$ cat src/rtl/maskdec_pkg.sv
package maskdec_pkg;
  localparam int CTRL_W = 7;
  localparam int PHI_W  = 7;

  typedef struct packed {
    logic clr;
    logic shift;
  } maskStrobe_t;
endpackage

$ cat src/rtl/maskdec_ctrl.sv
module maskdec_ctrl
  import maskdec_pkg::*;
(
  input  logic        maskShift,
  input  logic        maskClear,
  output maskStrobe_t strb
);
  // Clear dominates: a shift strobe is never issued alongside a clear.
  always_comb begin
    strb.clr   = maskClear;
    strb.shift = maskShift & ~maskClear;
  end
endmodule

$ cat src/rtl/maskdec_path.sv
module maskdec_path
  import maskdec_pkg::*;
#(
  parameter int NUM_SLICES = 8,
  parameter bit REG_OUT    = 1'b1
) (
  input  logic                          clk,
  input  logic                          rstN,
  input  maskStrobe_t                   strb,
  input  logic                          maskIn,
  input  logic [CTRL_W-1:0]             ctrlBus,
  output logic [NUM_SLICES*PHI_W-1:0]   phiOut
);
  localparam int OUT_W = NUM_SLICES * PHI_W;

  logic [NUM_SLICES-1:0] maskQ;
  logic [OUT_W-1:0]      phiNext;

  // Mask chain: slice 0 nearest the read-out port, filled first.
  always_ff @(posedge clk or negedge rstN) begin
    if (!rstN) begin
      maskQ <= '0;
    end else if (strb.clr) begin
      maskQ <= '0;
    end else if (strb.shift) begin
      if (NUM_SLICES > 1) maskQ <= {maskQ[NUM_SLICES-2:0], maskIn};
      else                maskQ <= maskIn;
    end
  end


  clear_zero_chk: assert property (@(posedge clk) disable iff (!rstN)
    strb.clr |=> (maskQ == '0));


  shift_head_chk: assert property (@(posedge clk) disable iff (!rstN)
    strb.shift |=> (maskQ[0] == $past(maskIn)));


  hold_mask_chk: assert property (@(posedge clk) disable iff (!rstN)
    (!strb.shift && !strb.clr) |=> $stable(maskQ));

  generate
    if (NUM_SLICES > 1) begin : g_tail

      shift_tail_chk: assert property (@(posedge clk) disable iff (!rstN)
        strb.shift |=> (maskQ[NUM_SLICES-1:1] == $past(maskQ[NUM_SLICES-2:0])));
    end
  endgenerate

  // Per-slice decode (bit k-1 of a group is phi k).
  generate
    for (genvar s = 0; s < NUM_SLICES; s++) begin : g_slice
      logic [PHI_W-1:0] slicePhi;
      always_comb begin
        slicePhi    = '0;
        slicePhi[6] = maskQ[s];
        if (!maskQ[s])       slicePhi[5:0] = ctrlBus[6:1];
        else if (ctrlBus[0]) slicePhi[5:2] = ctrlBus[6:3];
        else                 slicePhi[5:2] = ~ctrlBus[6:3];
      end
      assign phiNext[s*PHI_W +: PHI_W] = slicePhi;

      // a read-out slice never closes its input selects.
      force_low_chk: assert property (@(posedge clk) disable iff (!rstN)
        phiOut[s*PHI_W+6] |-> (phiOut[s*PHI_W+1:s*PHI_W] == 2'b00));
    end
  endgenerate

  generate
    if (REG_OUT) begin : g_reg
      logic [OUT_W-1:0] phiQ;
      always_ff @(posedge clk or negedge rstN) begin
        if (!rstN) phiQ <= '0;
        else       phiQ <= phiNext;
      end
      assign phiOut = phiQ;

      for (genvar s = 0; s < NUM_SLICES; s++) begin : g_lat

        phi7_lag_chk: assert property (@(posedge clk) disable iff (!rstN)
          1'b1 |=> (phiOut[s*PHI_W+6] == $past(maskQ[s])));
      end
    end else begin : g_comb
      assign phiOut = phiNext;
    end
  endgenerate
endmodule

$ cat src/rtl/maskdec_top.sv
module maskdec_top
  import maskdec_pkg::*;
#(
  parameter int NUM_SLICES = 8,
  parameter bit REG_OUT    = 1'b1
) (
  input  logic                        clk,
  input  logic                        rstN,
  input  logic [6:0]                  ctrlBus,
  input  logic                        maskIn,
  input  logic                        maskShift,
  input  logic                        maskClear,
  output logic [NUM_SLICES*7-1:0]     phiOut
);
  maskStrobe_t strb;

  maskdec_ctrl u_ctrl (
    .maskShift (maskShift),
    .maskClear (maskClear),
    .strb      (strb)
  );

  maskdec_path #(.NUM_SLICES(NUM_SLICES), .REG_OUT(REG_OUT)) u_path (
    .clk     (clk),
    .rstN    (rstN),
    .strb    (strb),
    .maskIn  (maskIn),
    .ctrlBus (ctrlBus),
    .phiOut  (phiOut)
  );
endmodule

$ cat config.mk
export PLATFORM = sky130hd
export DESIGN_NAME = maskdec_top
export DESIGN_NICKNAME = d
export VERILOG_FILES = /design/src/rtl/maskdec_pkg.sv /design/src/rtl/maskdec_ctrl.sv /design/src/rtl/maskdec_path.sv /design/src/rtl/maskdec_top.sv
export SDC_FILE = /design/constraint.sdc
export NUM_CORES = 1
export LEC_CHECK = 0
export BUFFER_PORTS_ARGS = -buffer_cell sky130_fd_sc_hd__buf_2
export CORE_ASPECT_RATIO = 0.8
export CORE_MARGIN = 2
export CORE_UTILIZATION = 38
export DETAILED_ROUTE_END_ITERATION = 12
export GPL_TIMING_DRIVEN = 0
export SYNTH_ARGS = -nofsm -noshare
export SYNTH_HDL_FRONTEND = slang
export SYNTH_SLANG_ARGS = --single-unit
$ cat constraint.sdc
create_clock -name clk -period 2.12 [get_ports clk]
set_input_delay 0.424 -clock clk [delete_from_list [all_inputs] [get_ports clk]]
set_output_delay 0.424 -clock clk [all_outputs]
set_load 0.02 [all_outputs]
-- Word level (Yosys, flattened, before mapping)
Index checks and enable logic that the tools add are counted.
W data, S select, Z words.
- bits in registers: 64
- bits in latches: 0
- RAM bits: 0
- memory bits (read-only): 0
- bits of input ports: 12
- output and inout bits: 56
- word-level logic and storage cells: 25
- memories: 0
- $add $sub $neg: 0
- multiply operators: 0
- divide/modulo/power cells: 0
- magnitude comparators: 0
- equality and inequality tests: 0
- shift-type cells: 0
- mux-type cells: 19
- bitwise logic cells: 3
- reductions and logical operators: 1
- operator list (cell ; number):
    $mux W4 ; 9
    $mux W2 ; 8
    $mux W8 ; 2
    $not A4 Y4 ; 1
    $reduce_bool A2 Y1 ; 1
    $and A1 B1 Y1 ; 1
    $not A1 Y1 ; 1

-- Logic depth before layout (Yosys ltp)
Gate-level depths: netlist of the first run.
- depth after elaboration: 4
- depth in mapped cells: 3
- depth with buffers taken out: 2

-- Modules after synthesis
Synthesis of the first run repeated with hierarchy kept, for this count alone.
- cell total of the unflattened synthesis: 152
- area total of the unflattened synthesis: 2294.7 µm²
- modules (own cells, without submodules) (module ; times used ; cells an instance ; area each (µm²) ; seq. area each (µm²)):
    maskdec_path ; 1 ; 150 ; 2273.4 ; 1601.5
    maskdec_ctrl ; 1 ; 2 ; 21.3 ; 0.0

-- Worst setup path after synthesis of the first run
OpenSTA, ideal clock, no wires.
- path type: input to register
- start point: input port maskShift
- end point: register u_path.maskQ[0]
- setup time: 128 ps
- data arrival time: 801 ps
- required time: 1992 ps
- setup slack: 1191 ps
- stages: 3
- path buffers: 1
- path through: buf_4 > mux2i_1 > nor2_1
- cells in the longest elaborated chain, start to end: 2
- RTL lines (item ; RTL line ; text):
    start, declared ; maskdec_top.sv:11 ; input logic maskShift,
    $and A1 B1 Y1 ; maskdec_ctrl.sv:11 ; strb.shift = maskShift & ~maskClear;
    $reduce_bool A2 Y1 (no line) ; - ;
    end signal, assigned ; maskdec_path.sv:26 ; if (NUM_SLICES > 1) maskQ <= {maskQ[NUM_SLICES-2:0], maskIn};
    end signal, assigned ; maskdec_path.sv:27 ; else maskQ <= maskIn;
    end, declared ; maskdec_path.sv:16 ; logic [NUM_SLICES-1:0] maskQ;
Every way passes these cells.
A chain may end at the register's enable or synchronous reset.

-- Worst setup path after layout of the first run
- start point: register u_path.g_reg.phiQ[2] (netlist: u_path.phiOut[2])
- end point: output port phiOut[2]
- RTL lines (item ; RTL line ; text):
    start, declared ; maskdec_path.sv:72 ; logic [OUT_W-1:0] phiQ;
    start signal, assigned ; maskdec_path.sv:75 ; else phiQ <= phiNext;
    end, declared ; maskdec_top.sv:13 ; output logic [NUM_SLICES*7-1:0] phiOut
No word-level cell between the ends.

==> impl_metrics.toml, run 1 <==
[clocking]
cts_made_buffers = 9
hold_buffers = 0
path_clk_slew_ns = 0.07
cts_setup_buffers = 0
clockBufferDepth = 2
cts_root_buf = "clkbuf_8"
htreeDepth = 3
ctsResizeCount = 0
clk_latency_ns = 0.33
cts_sinks = 64
cts_tree = "yes"

[setup_path]
cp.buffers_inverters = 1
crit_slowest_cell = "dfrtp_1"
worst-path-max-fanout = 1
max_stage_delay_ns = 0.38
end_kind = "output pin"
cp_cell_sequence = "buf_2"
critPathLaunchType = "flip-flop"
critPathRequiredTime_ns = 1.70
arrival_ns = 0.87
worstSetupPathType = "reg2out"
critPathTopFamily = "flip-flops"

[global_route]
gr-total-overflow = 0
gr-usage-all-layers_pct = 12.67
grt_max_degree = 65
antenna_found_initial = 0
grt_pass1_wl_mm = 6.099
grt_pass1_vias = 1200

[yosys]
synth_nets = 162
synth-simple-area-share_pct = 7.925
yosysWarnings = 0
synth_compound_area_share_pct = 0
netlist_instances = 150
synth_seq_cells = 64
synth_top_family_by_area = "XOR/XNOR gates"
syn_area_mm2 = 0.002273
ys_seq_area_share_pct = 70.45
synthMuxAreaShare_pct = 3.522
synth_cell_type_count = 9
synth-xor-area-share_pct = 12.33
synthAdderAreaFrac_pct = 0
avgSynthCellArea_um2 = 15.16

[timing]
finalHoldViolCount = 0
finalClockSkew_ns = 0.005820
relSlewSlack_pct = 48.06
final.min_clock_period_ns = 1.289
period_share_pct = 60.81
setup_tns_ns = 0
setup_viol = 0
rsz0062_at_grt = "no"
finalMaxSlewViolations = 0
fmax_ghz = 0.7757
worst_pin_slew_ns = 0.7791

[placed_design]
dp_hpwl_mm = 2.636
io_buffers = 61
dp.cells = 292
gp_congestion = 0.6479

[route]
viasPerCell = 3.977
post-route-drc-count = 0
ant_nets = 0
dr.first_iter.drc_count = 37
dr.pass1.iters = 2
routedWlPerCell_um = 12.48
vias = 1225
wl_mm = 3.845

[floorplanning]
rows = 25
start_util_pct = 38.87
coreArea_mm2 = 0.005849
die_w_um = 90.48
die_h_um = 73.18
die_area_mm2 = 0.006621
ios = 68

[final_layout]
layout.nets = 234
layout-drive-gt1-share_pct = 39.21
diodes = 0
syn_to_final_growth_pct = 26.09
final_cells = 308
n_fill_cell = 542

[hold_path]
min_path_type = "in2async"

[pwr]
leakage_nw = 1.405
vdd_drop_max_mv = 0.3250
p_total_w = 0.002476
p_per_area_mw_per_mm2 = 863.9

[outcome]
outcome = "completed"

[flow_run]
max_cap_viol_count = 0
## cells by family after synthesis
| group | after synthesis |
|---|---|
| flip-flops | 64 |
| AND/OR/NAND/NOR | 32 |
| buffers and inverters | 14 |
| multiplexers | 8 |
| XOR/XNOR | 32 |
## placed cells by master, fill, tap and decap left out
cell type,count
dfrtp_1,64
buf_2,60
buf_1,1
clkbuf_8,12
xnor2_1,32
clkbuf_1,1
nand2b_1,8
buf_4,6
buf_6,8
mux2i_1,8
nor2b_1,16
nor2_1,8
clkinv_2,3
## final timing paths
| kind | start | endpoint | slack (ns) | depth (start not counted) |
|---|---|---|---|---|
| max in group asynchronous | rstN | u_path.phiOut[23] | 1.43 | 1 |
| hold reg to reg | u_path.maskQ[7] | u_path.phiOut[55] | 0.49 | 0 |
| min in group clk | maskIn | u_path.maskQ[0] | 0.34 | 3 |
| setup / recovery | u_path.phiOut[2] | phiOut[2] | 0.83 | 1 |
| setup reg to reg | u_path.maskQ[1] | u_path.phiOut[9] | 1.19 | 3 |
| hold / removal | rstN | u_path.phiOut[51] | 0.16 | 1 |
## flip-flops by register name, indices dropped and copies added, names as in the netlist
signal,cells
u_path.maskQ,8
u_path.phiOut,56
## cells in the mapped netlist (all sizes together)
cell / count / area share (%)
dfrtp: 64 / 70
xnor2: 32 / 12
nor2b: 16 / 4.4
buf: 14 / 5.8
mux2i: 8 / 3.5
nand2b: 8 / 2.2
nor2: 8 / 1.3
## worst register-to-register path: stages (launching register included)
cell	delay (ns)
dfrtp_1	0.45
nand2b_1	0.11
buf_6	0.14
xnor2_1	0.12
## power by group
group	leakage, nW	internal [W]	switching, W
logic	0.524	0.0000876	0.000159
clock network	0.0992	0.000514	0.000421
registers	0.782	0.00128	0.0000166
## per-layer routing
| layer | wire [µm] | GRT usage [%] |
|---|---|---|
| met3 | 176 | 5.475 |
| met5 | 0 | 0 |
| met1 | 1709 | 16.00 |
| met2 | 1900 | 18.41 |
| met4 | 58 | 7.179 |
## metrics by stage
stage | instance area, µm² | utilization, % | hold WS, ns | setup slack (ns)
after floorplan | 2273 | - | 0.1284 | 1.191
after global placement | 2680 | 45.82 | 0.4778 | 0.4394
after detailed placement | 2680 | 45.82 | 0.4817 | 0.4258
after CTS | 2864 | 48.96 | 0.3176 | 0.8024
after global routing | 2867 | 49.01 | 0.2303 | 0.7899
final | 2867 | 49.01 | 0.1573 | 0.8309
## cell type report
class	count	area (µm²)	share of cell area (%)
flip-flops and latches	64	1602	55.87
multi-input cells	72	540.5	18.86
repair buffers	61	307.8	10.74
clock buffers	13	168.9	5.893
plain buffers	14	131.4	4.583
well taps	81	101.3	3.536
clock inverters	3	15.01	0.5238
(Power assumes the default switching activity.)
==> run 2, diff against run 1 <==
==> constraint.sdc (replaced) <==
create_clock -name clk -period 1.1 [get_ports clk]
set_input_delay 0.22 -clock clk [delete_from_list [all_inputs] [get_ports clk]]
set_output_delay 0.22 -clock clk [all_outputs]
set_load 0.02 [all_outputs]
==> run 2 against run 1 <==
Against the previous run: final cell count rose by 0.32%; die area did not move; global-route usage barely moved; worst hold slack got worse by 0.027 ns; sequential cell count did not move; critical endpoint unchanged; total power rose by 96%; design area rose by 6.6%; non-clock buffer count rose by 1; clock power rose by 94%; clock skew barely moved; worst setup slack got worse by 0.81 ns.
==> impl_metrics.toml, run 2 (synthesis results as in run 1) <==
[global_route]
grt_pass1_wl_mm = 6.127
grt_pass1_vias = 1205
antenna_found_initial = 0
gr-usage-all-layers_pct = 12.71
grt_max_degree = 65
gr-total-overflow = 0

[clocking]
cts_made_buffers = 9
path_clk_slew_ns = 0.06
htreeDepth = 3
cts_root_buf = "clkbuf_8"
clk_latency_ns = 0.33
cts_setup_buffers = 0
cts_sinks = 64
clockBufferDepth = 2
cts_tree = "yes"

[route]
viasPerCell = 4.065
dr.pass1.iters = 4
routedWlPerCell_um = 12.83
post-route-drc-count = 0
dr.first_iter.drc_count = 44
wl_mm = 3.965
vias = 1256
ant_nets = 0

[final_layout]
n_fill_cell = 528
layout.nets = 235
final_cells = 309
final_cell_mix = "dfrtp_1 (64), buf_6 (37), xnor2_1 (32), buf_2 (32), nor2b_1 (16)"
diodes = 0
largest_reg_flops = 56
syn_to_final_growth_pct = 34.40
final_common_cell = "dfrtp_1"
layout-drive-gt1-share_pct = 39.04
design_area_mm2 = 0.003055

[setup_path]
critPathRequiredTime_ns = 0.88
max_stage_delay_ns = 0.39
critPathLaunchType = "flip-flop"
rrSetupSlack_ns = 0.17
arrival_ns = 0.86
critPathTopFamily = "flip-flops"
cp.buffers_inverters = 1
rr_startpoint = "u_path.maskQ[1]"
crit_slowest_cell = "dfrtp_1"
worst-path-max-fanout = 1
end_kind = "output pin"
r2r_cells = 3
cp_cell_sequence = "buf_6"
worstSetupPathType = "reg2out"
rr_endpoint = "u_path.phiOut[9]"

[pwr]
p_per_area_mw_per_mm2 = 1592
leakage_nw = 1.463
vdd_drop_max_mv = 0.6638

[hold_path]
min_to = "u_path.maskQ[0]"
min-delay-start = "maskIn"
min_path_type = "in2reg"
min_path_cells = 3

[timing]
worst_pin_slew_ns = 0.5644
holdWs_ns = 0.1300
period_share_pct = 97.88
finalMaxSlewViolations = 0
fmax_ghz = 0.9288
setup_viol = 0
relSlewSlack_pct = 62.37
worst_slack_ns = 0.02330
final.min_clock_period_ns = 1.077
finalClockSkew_ns = 0.005624
finalHoldViolCount = 0
rsz0062_at_grt = "yes"

[floorplanning]
die_h_um = 73.18
ios = 68
die_area_mm2 = 0.006621
rows = 25
start_util_pct = 38.87
die_w_um = 90.48
coreArea_mm2 = 0.005849

[outcome]
outcome = "completed"

[flow_run]
max_cap_viol_count = 0

[placed_design]
pre_cts_ws_ns = -0.3902
dp.cells = 292
dp_hpwl_mm = 2.636
gp_congestion = 0.6479
place_area_mm2 = 0.002680
io_buffers = 61
-- run 2: what timing repair did --
item                                   CTS  global route
setup endpoints to repair               63            93
hold buffers                             1             0
endpoints found under the hold margin   64             0
gates resized for setup                  3            55
cloned                                   0             0
-- run 2: where the power goes --
part | switching (W) | leakage [nW] | total [W] | internal, W
combinational | 0.000308 | 0.581 | 0.000545 | 0.000237
clock | 0.000818 | 0.0992 | 0.00181 | 0.000991
sequential | 0.0000457 | 0.782 | 0.00251 | 0.00246
total | 0.00117 | 1.46 | 0.00486 | 0.00369
-- run 2: routing by layer --
metal  share of wire, %  vias to the layer above  global-route usage [%]  wire [µm]
li1                   -                      596                       -          -
met1                 44                      620                   16.00       1730
met2                 50                       33                   18.57       1980
met3                4.7                        7                   5.475        187
met4                1.7                        0                   7.179         67
met5                  0                        -                       0          0
-- run 2: area by class of cell --
class                   instances  area [µm²]  area share [%]
clock inverters                 3       15.01          0.4914
flip-flops and latches         64        1602           52.42
clock buffers                  13       168.9           5.528
multi-input cells              72       540.5           17.69
repair buffers                 62       496.7           16.26
well taps                      81       101.3           3.317
plain buffers                  14       131.4           4.300
-- run 2: worst min-delay path, stage by stage --
cell	delay [ns]
buf_2	0.08
mux2i_1	0.05
nor2_1	0.07
-- run 2: per-stage QoR --
stage	setup TNS [ns]	power, W	util [%]
3_5_place_dp	-24.81	0.003023	45.82
5_1_grt	-0.05518	0.005081	52.24
6_report	0	0.004864	52.24
4_1_cts	0	0.004847	49.28
3_3_place_gp	-23.84	0.003020	45.82
2_1_floorplan	0	0.002826	-
-- run 2: worst max-delay path by stage --
stage                            startpoint           endpoint  slack, ns  cells past startpoint
after floorplan             u_path.maskQ[1]  u_path.phiOut[10]       0.29                      3
after CTS                 u_path.phiOut[13]         phiOut[13]     0.0004                      1
after global routing       u_path.phiOut[2]          phiOut[2]      -0.01                      1
after detailed placement               rstN   u_path.phiOut[0]      -0.39                      1
after global placement                 rstN   u_path.phiOut[6]      -0.38                      1
final                      u_path.phiOut[2]          phiOut[2]       0.02                      1
==> run 3, diff against run 2 <==
--- a/config.mk
+++ b/config.mk
@@ -8,9 +8,10 @@
 export BUFFER_PORTS_ARGS = -buffer_cell sky130_fd_sc_hd__buf_2
 export CORE_ASPECT_RATIO = 0.8
 export CORE_MARGIN = 2
-export CORE_UTILIZATION = 38
+export CORE_UTILIZATION = 44
 export DETAILED_ROUTE_END_ITERATION = 12
 export GPL_TIMING_DRIVEN = 0
+export PLACE_DENSITY = 0.73
 export SYNTH_ARGS = -nofsm -noshare
 export SYNTH_HDL_FRONTEND = slang
 export SYNTH_SLANG_ARGS = --single-unit
==> constraint.sdc (replaced) <==
create_clock -name clk -period 1.1 [get_ports clk]
set_input_delay 0.11 -clock clk [delete_from_list [all_inputs] [get_ports clk]]
set_output_delay 0.11 -clock clk [all_outputs]
set_load 0.02 [all_outputs]
==> run 3 against run 2 <==
Against the previous run: clock power grew 24%; total power grew 7.3%; combinational power shrank 12%; sequential power is essentially flat; non-clock buffer count is the same; worst setup slack gained 0.097 ns; via count grew 0.24%; critical path depth is the same; sequential cell count is the same; largest cell class unchanged; highest routed layer unchanged.
==> impl_metrics.toml, run 3 (synthesis results as in run 1) <==
[global_route]
gr-total-overflow = 0
grt_max_degree = 65
gr-usage-all-layers_pct = 14.74
grt_pass1_vias = 1248
antenna_found_initial = 0
grt_pass1_wl_mm = 6.085

[floorplanning]
die_area_mm2 = 0.005761
coreArea_mm2 = 0.005007
die_h_um = 68.29
rows = 23
start_util_pct = 45.40
die_w_um = 84.37
ios = 68

[route]
vias = 1259
wl_mm = 3.978
viasPerCell = 4.341
routedWlPerCell_um = 13.72
ant_nets = 0
dr.first_iter.drc_count = 53
post-route-drc-count = 0
dr.pass1.iters = 4

[clocking]
clk_latency_ns = 0.33
cts_tree = "yes"
cts_sinks = 64
path_clk_slew_ns = 0.06
clockBufferDepth = 2
cts_made_buffers = 9
ctsResizeCount = 0
cts_root_buf = "clkbuf_8"
htreeDepth = 3

[hold_path]
min_path_type = "in2reg"

[pwr]
p_per_area_mw_per_mm2 = 1797
vdd_drop_max_mv = 0.9670
p_total_w = 0.005220
leakage_nw = 1.432

[setup_path]
end_kind = "output pin"
critPathLaunchType = "flip-flop"
cp_cell_sequence = "buf_2"
cp.buffers_inverters = 1
critPathTopFamily = "flip-flops"
crit_slowest_cell = "dfrtp_1"
critPathRequiredTime_ns = 0.99
worstSetupPathType = "reg2out"
arrival_ns = 0.87
worst-path-max-fanout = 1
max_stage_delay_ns = 0.38

[placed_design]
dp_hpwl_mm = 2.670
io_buffers = 61
pre_cts_ws_ns = -0.2609
gp_congestion = 0.6757
place_area_mm2 = 0.002656

[timing]
setup_viol = 0
worst_slack_ns = 0.1203
finalClockSkew_ns = 0.006204
final.min_clock_period_ns = 0.9797
setup_tns_ns = 0
relSlewSlack_pct = 47.93
rsz0062_at_grt = "no"
worst_pin_slew_ns = 0.7810
finalHoldViolCount = 0
finalMaxSlewViolations = 0
period_share_pct = 89.07
fmax_ghz = 1.021

[final_layout]
final_cell_mix = "dfrtp_1 (64), buf_2 (60), xnor2_1 (32), nor2b_1 (16), clkbuf_8 (15)"
layout.nets = 235
layout-drive-gt1-share_pct = 39.47
diodes = 0
final_common_cell = "dfrtp_1"
syn_to_final_growth_pct = 27.79
largest_reg_flops = 56
n_fill_cell = 431
design_area_mm2 = 0.002905

[flow_run]
max_cap_viol_count = 0

[outcome]
outcome = "completed"
## run 3: worst paths after layout
path | start | end | slack, ns | cells after the start
setup / recovery | u_path.phiOut[3] | phiOut[3] | 0.12 | 1
hold / removal | maskIn | u_path.maskQ[0] | 0.02 | 3
setup reg to reg | u_path.maskQ[6] | u_path.phiOut[45] | 0.18 | 3
hold reg to reg | u_path.maskQ[7] | u_path.phiOut[55] | 0.48 | 0
max in group asynchronous | rstN | u_path.phiOut[30] | 0.17 | 2
min in group asynchronous | rstN | u_path.phiOut[27] | 0.40 | 2
## run 3: area by class of cell
| class | instances | area, µm² | area share, % |
|---|---|---|---|
| multi-input cells | 72 | 540.5 | 18.60 |
| repair buffers | 62 | 317.8 | 10.94 |
| clock buffers | 15 | 206.4 | 7.106 |
| flip-flops and latches | 64 | 1602 | 55.12 |
| clock inverters | 1 | 30.03 | 1.034 |
| plain buffers | 14 | 131.4 | 4.522 |
| well taps | 62 | 77.57 | 2.670 |
## run 3: repair_timing
action,CTS,global route
hold endpoints to repair,0,64
hold buffers,0,1
setup buffers,0,0
## run 3: worst reg2reg max path, delay by kind of cell (launching register included)
family        cells  cell delay [ns]
flops             1             0.45
buf+inv           1             0.14
xor+xnor          1             0.12
simple gates      1             0.10
## run 3: per-layer routing
metal	GRT usage (%)	vias to the layer above	wire, µm
met5	0	-	0
met1	17.05	617	1663
met4	9.127	0	95
li1	-	597	-
met2	22.92	34	2014
met3	6.634	11	206
## run 3: report_power, final
part | internal, W | switching (W)
Clock | 0.00142 | 0.000823
Sequential | 0.00246 | 0.0000333
Combinational | 0.000171 | 0.000311
Total | 0.00405 | 0.00117
## run 3: through the flow
step / cells / util (%) / hold slack, ns
floorplan: 150 / - / -0.1856
global placement: 273 / 53.05 / 0.3552
detailed placement: 273 / 53.05 / 0.3646
CTS: 289 / 57.77 / 0.006410
global route: 290 / 58.02 / 0.01945
finish: 290 / 58.02 / 0.01915
